## config.mk

```make
export PLATFORM = sky130hd
export DESIGN_NAME = link_duplex_resolver
export DESIGN_NICKNAME = d
export VERILOG_FILES = /design/src/rtl/lnk_pkg.sv /design/src/rtl/lnk_resolve.sv /design/src/rtl/lnk_seq.sv /design/src/rtl/link_duplex_resolver.sv
export SDC_FILE = /design/constraint.sdc
export NUM_CORES = 1
export LEC_CHECK = 0
export BUFFER_PORTS_ARGS = -buffer_cell sky130_fd_sc_hd__buf_2
export CAP_MARGIN = 20
export CORE_MARGIN = 5
export CORE_UTILIZATION = 54
export CTS_CLUSTER_SIZE = 12
export DETAILED_ROUTE_END_ITERATION = 8
export GPL_ROUTABILITY_DRIVEN = 0
export GPL_TIMING_DRIVEN = 0
export PLACE_DENSITY = 0.84
export SLEW_MARGIN = 25
export SYNTH_ARGS = -nofsm -noshare
export SYNTH_HDL_FRONTEND = slang
export SYNTH_SLANG_ARGS = --single-unit
```

## constraint.sdc

```tcl
create_clock -name clk -period 2.8 [get_ports clk]
set_input_delay 0.14 -clock clk [delete_from_list [all_inputs] [get_ports clk]]
set_output_delay 0.14 -clock clk [all_outputs]
set_load 0.02 [all_outputs]
```

## src/rtl/lnk_pkg.sv

```systemverilog
package lnk_pkg;
  localparam int unsigned PHY_AW = 5;
  localparam int unsigned MREG_W = 5;
  localparam int unsigned MDAT_W = 16;

  localparam logic [MREG_W-1:0] REG_STATUS  = 5'd1;
  localparam logic [MREG_W-1:0] REG_PARTNER = 5'd5;

  localparam int unsigned LINK_BIT   = 2;
  localparam int unsigned AB_10FD    = 6;
  localparam int unsigned AB_100HD   = 7;
  localparam int unsigned AB_100FD   = 8;
  localparam int unsigned AB_100T4   = 9;

  typedef enum logic [1:0] {
    RES_UNCHANGED = 2'b00,
    RES_CHANGED   = 2'b01,
    RES_MISSING   = 2'b10,
    RES_NOLINK    = 2'b11
  } res_code_e;

  typedef enum logic [2:0] {
    ST_IDLE   = 3'd0,
    ST_STAT   = 3'd1,
    ST_PART   = 3'd2,
    ST_RECHK  = 3'd3,
    ST_EVAL   = 3'd4
  } seq_state_e;
endpackage

```

## src/rtl/lnk_resolve.sv

```systemverilog
module lnk_resolve
  import lnk_pkg::*;
#(
  parameter int unsigned MODE_W    = 32,
  parameter int unsigned TXTHR_POS = 22,
  parameter int unsigned FDX_POS   = 9
) (
  input  logic [MDAT_W-1:0] partner,
  input  logic [MDAT_W-1:0] adv,
  input  logic              lock,
  input  logic [MODE_W-1:0] mode_cur,
  output logic [MODE_W-1:0] mode_new,
  output logic              differs
);
  logic [MDAT_W-1:0] shared_ab;
  logic              fast_any;
  logic              full_dx;

  always_comb begin
    shared_ab = partner & adv;
    fast_any  = |shared_ab[AB_100T4:AB_100HD];
    full_dx   = lock | shared_ab[AB_100FD] |
                (shared_ab[AB_10FD] & ~shared_ab[AB_100HD]);
    mode_new  = mode_cur;
    mode_new[TXTHR_POS] = ~fast_any;
    mode_new[FDX_POS]   = full_dx;
    differs   = (mode_new != mode_cur);
  end
endmodule

```

## src/rtl/lnk_seq.sv

```systemverilog
module lnk_seq
  import lnk_pkg::*;
(
  input  logic              clk,
  input  logic              rst_n,
  input  logic              start,
  input  logic              rd_done,
  input  logic [MDAT_W-1:0] rd_data,
  output logic              rd_req,
  output logic [MREG_W-1:0] rd_reg,
  output logic              cap_en,
  output logic              part_en,
  output logic              fin,
  output logic              missing,
  output logic              link_up,
  output logic              busy
);
  seq_state_e        st_q, st_d;
  logic              req_q, req_d;
  logic [MREG_W-1:0] reg_q, reg_d;
  logic              stat_en;
  logic              miss_en;
  logic [MDAT_W-1:0] stat_q;
  logic              miss_q;

  always_comb begin
    st_d    = st_q;
    req_d   = 1'b0;
    reg_d   = reg_q;
    cap_en  = 1'b0;
    stat_en = 1'b0;
    miss_en = 1'b0;
    part_en = 1'b0;
    fin     = 1'b0;
    unique case (st_q)
      ST_IDLE: if (start) begin
        cap_en = 1'b1;
        req_d  = 1'b1;
        reg_d  = REG_STATUS;
        st_d   = ST_STAT;
      end
      ST_STAT: if (rd_done) begin
        stat_en = 1'b1;
        miss_en = 1'b1;
        req_d   = 1'b1;
        reg_d   = REG_PARTNER;
        st_d    = ST_PART;
      end
      ST_PART: if (rd_done) begin
        part_en = 1'b1;
        if (!miss_q && !stat_q[LINK_BIT]) begin
          req_d = 1'b1;
          reg_d = REG_STATUS;
          st_d  = ST_RECHK;
        end else begin
          st_d  = ST_EVAL;
        end
      end
      ST_RECHK: if (rd_done) begin
        stat_en = 1'b1;
        st_d    = ST_EVAL;
      end
      ST_EVAL: begin
        fin  = 1'b1;
        st_d = ST_IDLE;
      end
      default: st_d = ST_IDLE;
    endcase
  end

  always_ff @(posedge clk or negedge rst_n) begin
    if (!rst_n) begin
      st_q  <= ST_IDLE;
      req_q <= 1'b0;
      reg_q <= '0;
    end else begin
      st_q  <= st_d;
      req_q <= req_d;
      reg_q <= reg_d;
    end
  end

  always_ff @(posedge clk or negedge rst_n) begin
    if (!rst_n) begin
      stat_q <= '0;
    end else if (stat_en) begin
      stat_q <= rd_data;
    end
  end

  always_ff @(posedge clk or negedge rst_n) begin
    if (!rst_n) begin
      miss_q <= 1'b0;
    end else if (miss_en) begin
      miss_q <= (rd_data == {MDAT_W{1'b1}});
    end
  end

  assign rd_req  = req_q;
  assign rd_reg  = reg_q;
  assign missing = miss_q;
  assign link_up = stat_q[LINK_BIT];
  assign busy    = (st_q != ST_IDLE);
endmodule

```

## src/rtl/link_duplex_resolver.sv

```systemverilog
module link_duplex_resolver
  import lnk_pkg::*;
#(
  parameter int unsigned MODE_W    = 32,
  parameter int unsigned TXTHR_POS = 22,
  parameter int unsigned FDX_POS   = 9
) (
  input  logic              clk,
  input  logic              rst_n,
  input  logic              start,
  input  logic [4:0]        phy_addr,
  input  logic [15:0]       local_adv,
  input  logic              duplex_lock,
  input  logic [MODE_W-1:0] mode_in,
  output logic              mdio_rd_req,
  output logic [4:0]        mdio_phy,
  output logic [4:0]        mdio_reg,
  input  logic              mdio_rd_done,
  input  logic [15:0]       mdio_rd_data,
  output logic              busy,
  output logic              done,
  output logic [1:0]        result,
  output logic [MODE_W-1:0] mode_out,
  output logic              changed
);
  logic              cap_en, part_en, fin, missing, link_up;
  logic [PHY_AW-1:0] phy_q;
  logic [MDAT_W-1:0] adv_q, part_q;
  logic              lock_q;
  logic [MODE_W-1:0] mode_q, mode_res;
  logic              differs;
  res_code_e         code_d;
  logic [MODE_W-1:0] out_d;
  logic              done_q, chg_q;
  logic [1:0]        res_q;
  logic [MODE_W-1:0] out_q;

  lnk_seq u_seq (
    .clk     (clk),
    .rst_n   (rst_n),
    .start   (start),
    .rd_done (mdio_rd_done),
    .rd_data (mdio_rd_data),
    .rd_req  (mdio_rd_req),
    .rd_reg  (mdio_reg),
    .cap_en  (cap_en),
    .part_en (part_en),
    .fin     (fin),
    .missing (missing),
    .link_up (link_up),
    .busy    (busy)
  );

  always_ff @(posedge clk or negedge rst_n) begin
    if (!rst_n) begin
      phy_q  <= '0;
      adv_q  <= '0;
      lock_q <= 1'b0;
      mode_q <= '0;
    end else if (cap_en) begin
      phy_q  <= phy_addr;
      adv_q  <= local_adv;
      lock_q <= duplex_lock;
      mode_q <= mode_in;
    end
  end

  always_ff @(posedge clk or negedge rst_n) begin
    if (!rst_n) begin
      part_q <= '0;
    end else if (part_en) begin
      part_q <= mdio_rd_data;
    end
  end

  lnk_resolve #(
    .MODE_W    (MODE_W),
    .TXTHR_POS (TXTHR_POS),
    .FDX_POS   (FDX_POS)
  ) u_res (
    .partner  (part_q),
    .adv      (adv_q),
    .lock     (lock_q),
    .mode_cur (mode_q),
    .mode_new (mode_res),
    .differs  (differs)
  );

  always_comb begin
    if (missing) begin
      code_d = RES_MISSING;
      out_d  = mode_q;
    end else if (!link_up) begin
      code_d = RES_NOLINK;
      out_d  = mode_q;
    end else if (differs) begin
      code_d = RES_CHANGED;
      out_d  = mode_res;
    end else begin
      code_d = RES_UNCHANGED;
      out_d  = mode_q;
    end
  end

  always_ff @(posedge clk or negedge rst_n) begin
    if (!rst_n) begin
      done_q <= 1'b0;
      chg_q  <= 1'b0;
    end else begin
      done_q <= fin;
      chg_q  <= fin && (code_d == RES_CHANGED);
    end
  end

  always_ff @(posedge clk or negedge rst_n) begin
    if (!rst_n) begin
      res_q <= 2'b00;
      out_q <= '0;
    end else if (fin) begin
      res_q <= code_d;
      out_q <= out_d;
    end
  end

  assign mdio_phy = phy_q;
  assign done     = done_q;
  assign changed  = chg_q;
  assign result   = res_q;
  assign mode_out = out_q;
endmodule

```

Word-level counts from Yosys, hierarchy flattened
Cells that the tools add are included.
{"block": "word_totals", "register_bits": 107, "input_bits": 74, "word_cells": 70}
{"block": "op_classes", "n_eq_ne": 12, "n_mux": 27, "n_bitwise": 6, "reduce_logical": 11}
{"operator": "2-to-1 mux 23 bit", "n": 3}
{"operator": "2-to-1 mux 5 bit", "n": 4}
{"operator": "== test 16 bit, second input constant", "n": 1}
{"operator": "2-to-1 mux 3 bit", "n": 5}
{"operator": "case mux 5 bit (3 select lines)", "n": 1}
{"operator": "case mux 3 bit (4 select lines)", "n": 1}
{"operator": "bitwise AND 10 bit", "n": 1}
{"operator": "2-to-1 mux 1 bit", "n": 10}
{"operator": "!= test 2 bit, second input constant", "n": 4}
{"operator": "== test 3 x 2 -> 1 bit, second input constant", "n": 2}
{"operator": "nonzero test 3 bit", "n": 2}
{"operator": "AND reduction 5 bit", "n": 1}
{"operator": "2-to-1 mux 2 bit", "n": 2}
{"operator": "AND reduction 4 bit", "n": 1}
{"operator": "== test 3 x 1 -> 1 bit, second input constant", "n": 1}
{"operator": "== test 3 bit, second input constant", "n": 1}
{"operator": "logical NOT 3 bit", "n": 1}
{"operator": "case mux 1 bit (3 select lines)", "n": 1}
{"operator": "OR reduction 3 bit", "n": 1}
{"operator": "== test 2 x 1 -> 1 bit, second input constant", "n": 1}
{"operator": "logical AND 1 bit", "n": 2}
{"operator": "logical NOT 1 bit", "n": 2}
{"operator": "!= test 2 x 1 -> 1 bit, second input constant", "n": 1}
{"operator": "!= test 2 bit", "n": 1}
{"operator": "other kinds (4)", "n": 6}

Logic depth before layout (Yosys ltp)
{"block": "depth", "word_depth": 10, "mapped_depth": 6, "mapped_depth_nobuf": 4}

Modules after synthesis
Synthesis repeated with hierarchy kept, for this count alone.
{"block": "unflattened", "cells_unflattened": 425, "area_unflattened_um2": 4963.5}
{"mod": "link_duplex_resolver", "instances": 1, "cells_each": 336, "area_each_um2": 4220.3}
{"mod": "lnk_seq", "instances": 1, "cells_each": 51, "area_each_um2": 454.2}
{"mod": "lnk_resolve", "instances": 1, "cells_each": 38, "area_each_um2": 289.0}

Least setup slack after synthesis
No wires, ideal clock.
{"block": "synth_timing", "kind": "flip-flop to flip-flop", "startpoint": "register u_seq.st_q[1]", "endpoint": "register adv_q[6]", "t_arrival_ps": 1574, "slack_ps": 1101, "stages_incl_launch_ff": 6, "n_path_buf": 2, "synth_period_minus_slack_ps": 1699, "cell_sequence": "dfrtp_1 buf_6 or3_4 nor2_8 buf_12 mux2_4"}
{"block": "synth_between", "elab_chain_cells": 2}
{"element": "start: declaration", "line": "lnk_seq.sv:18", "rtl": "seq_state_e st_q, st_d;"}
{"element": "start signal: assignment", "line": "lnk_seq.sv:77", "rtl": "st_q <= st_d;"}
{"element": "logical NOT 3 bit", "line": "lnk_seq.sv:35", "rtl": "unique case (st_q)"}
{"element": "2-to-1 mux 1 bit", "line": "lnk_seq.sv:35"}
{"element": "end signal: assignment", "line": "link_duplex_resolver.sv:62", "rtl": "adv_q <= local_adv;"}
{"element": "end: declaration", "line": "link_duplex_resolver.sv:28", "rtl": "logic [MDAT_W-1:0] adv_q, part_q;"}
Every way passes these cells.
A chain may end at the register's enable or synchronous reset.

Worst setup path in the final report
{"block": "layout_timing", "startpoint": "register u_seq.st_q[0]", "endpoint": "register mode_q[6]"}
{"block": "layout_between", "elab_chain_cells": 2}
{"element": "logical NOT 3 bit", "line": "lnk_seq.sv:35"}
{"element": "2-to-1 mux 1 bit", "line": "lnk_seq.sv:35"}
{"element": "end signal: assignment", "line": "link_duplex_resolver.sv:64", "rtl": "mode_q <= mode_in;"}
{"element": "end: declaration", "line": "link_duplex_resolver.sv:30", "rtl": "logic [MODE_W-1:0] mode_q, mode_res;"}
Every way passes these cells.

==> impl_summary.md <==
Run
The number of maximum-capacitance violations is 0.

Finish
The post-layout net count is 507. The layout filler cell count is 531. The non-filler instance count after layout is 533. The core occupancy in the finished layout is 71.0%. From synthesis to final layout, the design area changed by 27.4%. The repair_antennas step left the layout with diodes totalling 0. Cells with a size suffix above 1 make up 43.0% of the layout.

Power and ir drop
The highest ir drop seen on vdd is 0.000671 V. The overall power after layout is 5.41 mW. Summed over all cells, the static leakage comes to 2.54 nW. The power per standard cell area is 1120 nW/µm².

Global route
The pin count of the biggest net entering global routing is 58. The wire length of the first global-routing pass is 13.0 mm. The number of antenna violations at the first check in global routing is 0. The total overflow left after global routing is 0. In the global route stage, overall resource usage came out at 19.1%.

The number of global-route vias before repair is 2723.

Die
The initial standard-cell utilization of the core is 55.8%. The die is 93.8 µm wide. The total number of placement rows is 30. From bottom edge to top edge, the die measures 93.8 µm.

The die covers 8790 µm². The core outline area is 6790 µm². Pin placement for this block handled 122 I/O pins.

Logic synthesis
After technology mapping, the gate count stands at 300. Sequential cells were found to cover 59.4% of the synthesized design area. The total of flip-flops plus latches after synthesis is 90. The most common cell in the synthesized netlist is sky130_fd_sc_hd__nand2_1. The Yosys step of the flow raised 0 warnings. The most used flip-flop cell after synthesis is sky130_fd_sc_hd__dfrtp_1. Counting distinct cell types in the post-synthesis netlist gives 37.

After synthesis, the cell types taking the most area are sky130_fd_sc_hd__dfrtp_1, sky130_fd_sc_hd__mux2_4, sky130_fd_sc_hd__nand2_1. In this run the mean area of a mapped cell was 12.6 µm². The number of enable-type register cells in the synthesized netlist is 0. The cell area that synthesis handed to floorplanning was 3790 µm².

After synthesis, the most frequently instantiated cells are sky130_fd_sc_hd__nand2_1, sky130_fd_sc_hd__dfrtp_1, sky130_fd_sc_hd__mux2_4. The top cell type by area accounts for 59.4% of the synthesized area. The share of synthesized flip-flops with an asynchronous set or reset is 100%.

Of all cell types, the one taking the most synthesized area is sky130_fd_sc_hd__dfrtp_1.

Timing
The worst path uses 63.2% of the clock period. Setup repair after global routing left no endpoint under its margin. The post-route worst hold slack is 20.1 ps. The final number of max-transition violations was 0.

Setup total negative slack on the finished layout was measured at 0 ps. The final count of negative-setup-slack endpoints is 0. The total count of hold-check failures in the final report is 0. The final critical delay including setup and external delays is 1770 ps. The worst slew slack as a fraction of its limit is 53.4%. At the pin with the least slew margin, the transition time is 700 ps. The fmax is 565 MHz. Clock skew on the completed layout was measured at 8.25 ps.

Placement
The count of buffers added on input and output ports is 106. The HPWL after detailed placement is 5.77 mm. The count of placed standard cells including taps is 505.

CTS
The number of buffers inserted during clock tree synthesis is 9. The clock passes through at most 2 buffers. CTS placed an instance of sky130_fd_sc_hd__clkbuf_8 at the clock tree root. Buffers added to address setup during post-CTS repair amount to 0. Clock tree synthesis found a total of 90 sinks. The number of cells upsized or downsized after cts is 0.

The clock edge transition at the registers on the reported setup and hold paths is 90 ps. Hold repair after CTS inserted 13 buffers. The number of H-tree levels is 3.

The clock network latency to the later pin of the worst-skew pair is 350 ps. TritonCTS built the clock tree.

Routing
The overall via count from detail_route is 2643. In this run, the number of DRC markers left after iteration 0 of detailed routing was 61. Summed over all layers, the routed wires come to 7.94 mm. The post-route DRC violation count is 0. For this run, the detailed router's first-pass iteration total came to 4.

Using the TritonRoute via totals, the vias-per-cell ratio works out to 4.96. Once detail routing completed, the nets flagged for antenna violations numbered 0. The final routed wire length divided by cell count is 14.9 µm.

Setup path
Traced cell by cell, the critical path runs through buf_2 > or3_4 > nor2_8 > buf_12 > mux2_4. The launch instance of the worst register-to-register path is u_seq.st_q[0]$_DFFE_PN0P_. STA classifies the critical path startpoint as a flop.

The arrival time of data at the critical path endpoint is 2000 ps. The flop-to-flop setup slack is 1030 ps. For this design, the slowest cell found on the critical path is sky130_fd_sc_hd__or3_4. The kind of cell adding the most delay to the critical path is simple AND/OR/NAND/NOR gates.

STA classifies the critical path endpoint as a flop. The buffering stage count on the worst path with inverters included is 2. The number of cells on the critical path is 5.

Measured in cells, the most critical reg-to-reg path has a length of 5. In this run the worst setup path terminates at mode_q[6]$_DFFE_PN0P_. The critical path in this run is classified as flop to flop.

In this run the worst path has a maximum fanout of 10. The worst setup path startpoint is u_seq.st_q[0]$_DFFE_PN0P_. The end of the worst register-to-register path is mode_q[6]$_DFFE_PN0P_. On the worst path, the slowest cell contributes a delay of 420 ps.

The critical path required time is 3030 ps.

Hold path
The type of the most critical hold path is primary input to flop. In this run the most critical hold path is launched from phy_addr[3].

Outcome
The run finished with clean final reports.
==> power breakdown <==
part	internal, mW	leakage (nW)	switching (mW)
Combinational	1.11	1.33	1.11
Sequential	1.90	1.10	0.338
Clock	0.521	0.112	0.434
Total	3.53	2.54	1.88
==> cells by family after synthesis <==
| logic type | count (synthesis) | share of synthesized area, % |
|---|---|---|
| mux | 51 | 19.0 |
| xor+xnor | 1 | 0.231 |
| other cells | 1 | 0.0990 |
| simple gates | 123 | 14.1 |
| flops | 90 | 59.4 |
| compound gates | 15 | 2.74 |
| buf+inv | 19 | 4.36 |
==> layout by cell type, fill, tap and decap left out, types with 2 or more instances in the layout <==
cell type and n:
sky130_fd_sc_hd__nand2_1 99, sky130_fd_sc_hd__mux2i_1 3, sky130_fd_sc_hd__dfrtp_1 90, sky130_fd_sc_hd__nor3_1 2
sky130_fd_sc_hd__o21ai_1 2, sky130_fd_sc_hd__conb_1 3, sky130_fd_sc_hd__buf_4 3, sky130_fd_sc_hd__clkinv_2 2
sky130_fd_sc_hd__nand2b_1 3, sky130_fd_sc_hd__clkbuf_8 10, sky130_fd_sc_hd__mux2_2 5, sky130_fd_sc_hd__nor2b_1 2
sky130_fd_sc_hd__buf_12 4, sky130_fd_sc_hd__a21oi_1 4, sky130_fd_sc_hd__nor2_1 5, sky130_fd_sc_hd__buf_2 113
sky130_fd_sc_hd__mux2_4 40, sky130_fd_sc_hd__nand4_1 4, sky130_fd_sc_hd__o21ai_0 2, sky130_fd_sc_hd__inv_1 2
sky130_fd_sc_hd__buf_6 2, sky130_fd_sc_hd__bufinv_16 2, sky130_fd_sc_hd__dlygate4sd3_1 13, sky130_fd_sc_hd__mux2_1 3
==> per-stage QoR <==
| step | setup slack [ps] | area (µm²) |
|---|---|---|
| final | 1030 | 4830 |
| after global routing | 980 | 4830 |
| after CTS | 1030 | 4830 |
| after detailed placement | 1040 | 4480 |
| after global placement | 851 | 4450 |
| after floorplan | 1100 | 3800 |
==> layout make-up <==
type	instances	area, µm²	area share (%)
Multi-Input combinational cell	193	1380	28.6
Timing Repair Buffer	120	694	14.4
Clock inverter	5	78.8	1.63
Sequential cell	90	2250	46.7
Buffer	16	154	3.19
Inverter	3	11.3	0.233
Clock buffer	10	138	2.85
Tap cell	96	120	2.49
==> metal layers <==
layer	track usage, %	wire, µm
met5	0	0
met4	7.22	80
met2	30.5	3880
met3	4.09	502
met1	25.7	3470
==> worst min path at each step <==
stage | slack (ps) | cells after the start | endpoint
2_1_floorplan | -160 | 0 | adv_q[6]$_DFFE_PN0P_
3_3_place_gp | 360 | 2 | mode_q[31]$_DFFE_PN0P_
3_5_place_dp | 50 | 1 | u_seq.rd_reg[2]$_DFFE_PN0P_
4_1_cts | 0.2 | 2 | mdio_phy[3]$_DFFE_PN0P_
5_1_grt | 6 | 2 | mode_q[5]$_DFFE_PN0P_
6_report | 20 | 2 | mdio_phy[3]$_DFFE_PN0P_
(Power assumes the default switching activity.)
